## src/rtl/dpd_pkg.sv

```systemverilog
// Package: shared line indices for the duty decoder.
// Assumes the four drive lines are packed into one vector in this order.
package dpd_pkg;
    localparam int LINE_A_FWD = 0;
    localparam int LINE_A_REV = 1;
    localparam int LINE_B_FWD = 2;
    localparam int LINE_B_REV = 3;
    localparam int NUM_LINES  = 4;
endpackage

```

## src/rtl/dpd_window_timer.sv

```systemverilog
// Module: counts ticks in a measurement window and flags the final tick.
// Assumes tick is a single-cycle enable; the window length is WIN_TICKS >= 2.
module dpd_window_timer #(
    parameter int WIN_TICKS = 32,
    localparam int WT_W = $clog2(WIN_TICKS + 1)
) (
    input  logic clk,
    input  logic rst_n,
    input  logic tick,
    output logic win_end
);
    logic [WT_W-1:0] left_q;

    assign win_end = tick && (left_q == WT_W'(1));

    // Count ticks down and reload once a window has finished.
    always_ff @(posedge clk) begin
        if (!rst_n)       left_q <= WT_W'(WIN_TICKS);
        else if (win_end) left_q <= WT_W'(WIN_TICKS);
        else if (tick)    left_q <= left_q - WT_W'(1);
    end

    p_left_range_r5: assert property (@(posedge clk) disable iff (!rst_n)
        (left_q >= WT_W'(1)) && (left_q <= WT_W'(WIN_TICKS)));
    p_reload_r5: assert property (@(posedge clk) disable iff (!rst_n)
        win_end |=> (left_q == WT_W'(WIN_TICKS)));
endmodule

```

## src/rtl/dpd_low_counter.sv

```systemverilog
// Module: counts low samples of one active-low line during a window.
// Assumes win_end coincides with the window's final tick; that tick's sample is included in total.
module dpd_low_counter #(
    parameter int WIN_TICKS = 32,
    localparam int CNT_W = $clog2(WIN_TICKS + 1)
) (
    input  logic             clk,
    input  logic             rst_n,
    input  logic             tick,
    input  logic             line_n,
    input  logic             win_end,
    output logic [CNT_W-1:0] total
);
    logic [CNT_W-1:0] cnt_q;

    assign total = cnt_q + CNT_W'(tick && !line_n);

    // Accumulate low samples; restart at each window boundary.
    always_ff @(posedge clk) begin
        if (!rst_n)       cnt_q <= '0;
        else if (win_end) cnt_q <= '0;
        else if (tick)    cnt_q <= total;
    end

    p_no_overflow_r5: assert property (@(posedge clk) disable iff (!rst_n)
        cnt_q < CNT_W'(WIN_TICKS));
endmodule

```

## src/rtl/dpd_channel_coder.sv

```systemverilog
// Module: quantizes a channel's forward and reverse counts and folds direction into one code.
// Assumes counts are final window totals (combinational path, no state).
module dpd_channel_coder #(
    parameter int CNT_W   = 6,
    parameter int QSHIFT  = 2,
    parameter int REV_OFF = 8,
    parameter int CODE_W  = 5,
    localparam int QW  = CNT_W + 1,
    localparam int RND = 1 << (QSHIFT - 1)
) (
    input  logic [CNT_W-1:0]  fwd_cnt,
    input  logic [CNT_W-1:0]  rev_cnt,
    output logic [CODE_W-1:0] code
);
    logic [QW-1:0] fwd_lvl;
    logic [QW-1:0] rev_lvl;

    // Rounded division of each count by 2^QSHIFT, then direction folding.
    always_comb begin
        fwd_lvl = ({1'b0, fwd_cnt} + QW'(RND)) >> QSHIFT;
        rev_lvl = ({1'b0, rev_cnt} + QW'(RND)) >> QSHIFT;
        if (fwd_lvl == '0 && rev_lvl != '0)
            code = CODE_W'(rev_lvl) + CODE_W'(REV_OFF);
        else
            code = CODE_W'(fwd_lvl);
    end
endmodule

```

## src/rtl/dpd_pair_stabilizer.sv

```systemverilog
// Module: keeps held copies of both channel codes and offers a pair once both repeat.
// Assumes win_end is a one-cycle pulse and take is a one-cycle strobe.
module dpd_pair_stabilizer #(
    parameter int CODE_W = 5
) (
    input  logic              clk,
    input  logic              rst_n,
    input  logic              win_end,
    input  logic [CODE_W-1:0] code_a,
    input  logic [CODE_W-1:0] code_b,
    input  logic              take,
    output logic              full,
    output logic [CODE_W-1:0] held_a,
    output logic [CODE_W-1:0] held_b
);
    // Stability check at window end, consume handling, discard while full.
    always_ff @(posedge clk) begin
        if (!rst_n) begin
            full   <= 1'b0;
            held_a <= '0;
            held_b <= '0;
        end else begin
            if (take && full) full <= 1'b0;
            if (win_end && !full) begin
                if (code_a != held_a)                  held_a <= code_a;
                else if (code_b != held_b)             held_b <= code_b;
                else if (held_a != '0 && held_b != '0) full   <= 1'b1;
            end
        end
    end

    p_nonzero_r7: assert property (@(posedge clk) disable iff (!rst_n)
        full |-> (held_a != '0) && (held_b != '0));
    p_rise_at_end_r6: assert property (@(posedge clk) disable iff (!rst_n)
        $rose(full) |-> $past(win_end));
    p_one_copy_r6: assert property (@(posedge clk) disable iff (!rst_n)
        (held_a != $past(held_a)) |-> (held_b == $past(held_b)));
    p_hold_r8: assert property (@(posedge clk) disable iff (!rst_n)
        (full && !take) |=> full && $stable(held_a) && $stable(held_b));
    p_take_r9: assert property (@(posedge clk) disable iff (!rst_n)
        (full && take) |=> !full);
endmodule

```

## src/rtl/duty_pair_decoder.sv

```systemverilog
// Module: top of the dual-channel motor-signal duty decoder.
// Assumes tick is a one-cycle enable and lines_n follows the dpd_pkg line order.
module duty_pair_decoder #(
    parameter int WIN_TICKS = 32,
    parameter int QSHIFT    = 2,
    parameter int REV_OFF   = 8,
    localparam int CNT_W    = $clog2(WIN_TICKS + 1),
    localparam int LVL_MAX  = (WIN_TICKS + (1 << (QSHIFT - 1))) >> QSHIFT,
    localparam int CODE_W   = $clog2(LVL_MAX + REV_OFF + 1)
) (
    input  logic                    clk,
    input  logic                    rst_n,
    input  logic                    tick,
    input  logic [3:0]              lines_n,
    input  logic                    pair_take,
    output logic                    pair_valid,
    output logic [2*CODE_W-1:0]     pair_code
);
    import dpd_pkg::*;

    logic             win_end;
    logic [CNT_W-1:0] totals [NUM_LINES];
    logic [CODE_W-1:0] codes [2];
    logic [CODE_W-1:0] held_a;
    logic [CODE_W-1:0] held_b;
    logic              full;

    dpd_window_timer #(.WIN_TICKS(WIN_TICKS)) u_timer (
        .clk(clk), .rst_n(rst_n), .tick(tick), .win_end(win_end)
    );

    for (genvar li = 0; li < NUM_LINES; li++) begin : g_line
        dpd_low_counter #(.WIN_TICKS(WIN_TICKS)) u_cnt (
            .clk(clk), .rst_n(rst_n), .tick(tick), .line_n(lines_n[li]),
            .win_end(win_end), .total(totals[li])
        );
    end

    for (genvar ch = 0; ch < 2; ch++) begin : g_chan
        dpd_channel_coder #(
            .CNT_W(CNT_W), .QSHIFT(QSHIFT), .REV_OFF(REV_OFF), .CODE_W(CODE_W)
        ) u_coder (
            .fwd_cnt(totals[2*ch + LINE_A_FWD]),
            .rev_cnt(totals[2*ch + LINE_A_REV]),
            .code(codes[ch])
        );
    end

    dpd_pair_stabilizer #(.CODE_W(CODE_W)) u_stab (
        .clk(clk), .rst_n(rst_n), .win_end(win_end),
        .code_a(codes[0]), .code_b(codes[1]), .take(pair_take),
        .full(full), .held_a(held_a), .held_b(held_b)
    );

    assign pair_valid = full;
    assign pair_code  = full ? {held_b, held_a} : '0;

    p_idle_bus_r9: assert property (@(posedge clk) disable iff (!rst_n)
        !pair_valid |-> (pair_code == '0));
endmodule

```

## config.mk

```make
export PLATFORM = sky130hd
export DESIGN_NAME = duty_pair_decoder
export DESIGN_NICKNAME = d
export VERILOG_FILES = /design/src/rtl/dpd_pkg.sv /design/src/rtl/dpd_window_timer.sv /design/src/rtl/dpd_low_counter.sv /design/src/rtl/dpd_channel_coder.sv /design/src/rtl/dpd_pair_stabilizer.sv /design/src/rtl/duty_pair_decoder.sv
export SDC_FILE = /design/constraint.sdc
export NUM_CORES = 1
export LEC_CHECK = 0
export ABC_CLOCK_PERIOD_IN_PS = 11500
export BUFFER_PORTS_ARGS = -buffer_cell sky130_fd_sc_hd__buf_2
export CORE_MARGIN = 2
export CORE_UTILIZATION = 55
export CTS_CLUSTER_SIZE = 20
export DETAILED_ROUTE_END_ITERATION = 6
export GPL_TIMING_DRIVEN = 1
export PLACE_DENSITY = 0.71
export SETUP_SLACK_MARGIN = 0.3
export SYNTH_ARGS = -nofsm -noshare
export SYNTH_HDL_FRONTEND = slang
export SYNTH_SLANG_ARGS = --single-unit
```

## constraint.sdc

```tcl
create_clock -name clk -period 11.5 [get_ports clk]
set_input_delay 0 -clock clk [delete_from_list [all_inputs] [get_ports clk]]
set_output_delay 0 -clock clk [all_outputs]
set_load 0.01 [all_outputs]
```

==> out/qor.yml <==
synthArstFlopShare_pct: 0
crit_start: "tick"
met3_usage_pct: 3.407
fmax_ghz: 0.2601
hold_viol: 0
rsz0062_at_grt: "no"
synth_area_um2: 3312
netlist_instances: 407
use_met1_pct: 32.88
slew-limit-headroom_pct: 49.72
drive_gt1_share_pct: 11.22
track_usage_pct: 22.04
post_cts_resized: 0
clock_sinks: 41
vias_per_cell: 5.821
port_buffers: 18
grt_overflow: 0
cp-start-kind: "input pin"
synth_edf_count: 0
cts_made_buffers: 5
final_util_pct: 59.93
peakVddDrop_v: 0.00007237
seq_area_frac_synth_pct: 24.78
design.core.area_um2: 5886
grt_pass1_vias: 2498
status: "finished clean"
grt_max_degree: 32
dieWidth_um: 81.60
synth_area_per_cell_um2: 8.137
rows: 28
post-route-min-period_ns: 3.844
start_util_pct: 56.27
final_cell_mix: "nor2_1, dfxtp_1, nand2_1, xor2_1"
crit_type: "input pin to register"
cp-end-kind: "register"
path_max_fanout: 31
die_area_um2: 6659
grt-busiest-layer: "met2"
pin_count: 19
pwr_density_cell_nw_per_um2: 85.05
ys_warn_count: 0
die-height_um: 81.60
root_buffer: "clkbuf_8"
ys_types: 72
synth_nets: 428
clock_latency_ns: 0.29
skew_ns: 0.005795
worst_slew_pin_slew_ns: 0.7501
post_drt_wl_per_cell_um: 14.05
ys.flop_type: "dfxtp_1"
grt_pass1_wl_um: 11670
setup_violations: 0
clockBufferDepth: 2
fin_tns_setup_ns: 0
met2_usage_pct: 33.69
ys_seq_elements: 41
tritoncts: "yes"
antenna_found_initial: 0
drt-total-wl_um: 6814
holdCritPathClass: "input pin to register"
dp_hpwl_um: 5018
min_from: "rst_n"
crit_arrival_ns: 4.07
p_leak_nw: 1.441
dr.first_iter.drc_count: 229
cts.htree.levels: 2
num_vias: 2823
fin_crit_sh_pct: 33.43
area_delta_synth_final_pct: 6.498
antenna_cells: 0
slew_viol_final: 0
dr.pass1.iters: 4
clkTransAtPathRegs_ns: 0.08
maxCapViolations: 0
ant_nets: 0
cp.required_ns: 11.73
place.gp.congestion: 0.8216
fin_nets: 430
drc: 0
rr_startpoint: "g_line[0].u_cnt.cnt_q[0]"
==> where the power goes <==
| group | switching, mW | total [mW] | internal, mW |
|---|---|---|---|
| Combinational | 0.0168 | 0.0295 | 0.0127 |
| Clock | 0.0497 | 0.120 | 0.0708 |
| Sequential | 0.00371 | 0.150 | 0.146 |
| Total | 0.0702 | 0.300 | 0.230 |
==> area by class of cell <==
| cell class | count | area [um2] |
|---|---|---|
| flip-flops and latches | 41 | 820.8 |
| clock inverters | 1 | 30.03 |
| clock buffers | 7 | 86.33 |
| inverters | 7 | 26.28 |
| well taps | 75 | 93.84 |
| multi-input cells | 334 | 2362 |
| fillers | 538 | 2359 |
| repair buffers | 20 | 107.6 |
==> cell families (layout without fill, tap and decap cells) <==
kind of cell    count (synthesis)  count (layout)  share of synthesized area [%]
mux                            18              18                          5.591
simple gates                  171             171                          28.48
flops                          41              41                          24.78
fa+ha+maj                      13              13                          4.911
compound gates                 88              88                          20.59
buf+inv                        32              35                          4.005
xor+xnor                       44              44                          11.64
==> critical path: stages <==
cell and delay, ns:
buf_2 0.48, nor2b_1 0.21, ha_1 0.29, ha_1 0.32, xor2_1 0.18, ha_1 0.30
or4_1 0.54, and4_4 0.21, a21oi_1 0.23, and4bb_1 0.27, o21ai_1 0.11, a2111oi_4 0.40
a21boi_4 0.33, mux2i_1 0.20
==> cells in the mapped netlist, types with 7 or more instances <==
library cell	instances	area share, %
dfxtp_1	41	25
nor2_1	41	4.6
nand2_1	32	3.6
xor2_1	26	6.9
xnor2_1	18	4.8
mux2i_1	17	5.1
a21oi_1	16	2.4
o21ai_0	16	2.4
clkbuf_1	15	1.7
and2_1	14	2.6
ha_1	13	4.9
nand3_1	11	1.7
nor2b_1	9	1.7
nand4_1	8	1.5
buf_2	7	1.1
inv_1	7	0.79
nand2b_1	7	1.3
nand3b_1	7	1.6
==> layer usage <==
metal / wire length, um / part of all wire, % / vias to the layer above
met3: 294 / 4.3 / 5
met1: 3597 / 53 / 1308
li1: - / - / 1462
met5: 0 / 0 / -
met4: 36 / 0.53 / 0
met2: 2886 / 42 / 48
==> path summary, 6_finish.rpt <==
kind | end | slack [ns] | cells after the start
max | u_stab.held_b[1] | 7.66 | 14
min | u_stab.held_b[3] | 0.10 | 2
max reg2reg | u_stab.held_b[1] | 7.72 | 12
min reg2reg | u_timer.left_q[1] | 0.49 | 2
==> flip-flops by register name, indices dropped and copies added, names as in the netlist <==
signal / cells
u_stab.held_b: 5
u_stab.full: 1
u_stab.held_a: 5
u_timer.left_q: 6
g_line.u_cnt.cnt_q: 24
==> stage by stage <==
| stage | hold WS [ns] | instance area (um2) | cells | power, mW | setup WS, ns |
|---|---|---|---|---|---|
| after floorplan | 0.1110 | 3312 | 407 | 0.1754 | 7.604 |
| after global placement | 0.1923 | 3401 | 476 | 0.1814 | 7.517 |
| after detailed placement | 0.2002 | 3401 | 476 | 0.1824 | 7.362 |
| after CTS | 0.09612 | 3527 | 485 | 0.3044 | 7.671 |
| after global routing | 0.1132 | 3527 | 485 | 0.3143 | 7.252 |
| final | 0.1042 | 3527 | 485 | 0.3000 | 7.656 |
==> what timing repair did <==
action                                 in CTS  in global routing
endpoints found under the hold margin       1                  0
buffers inserted                            0                  0
hold buffers                                1                  0
(Power assumes the default switching activity.)
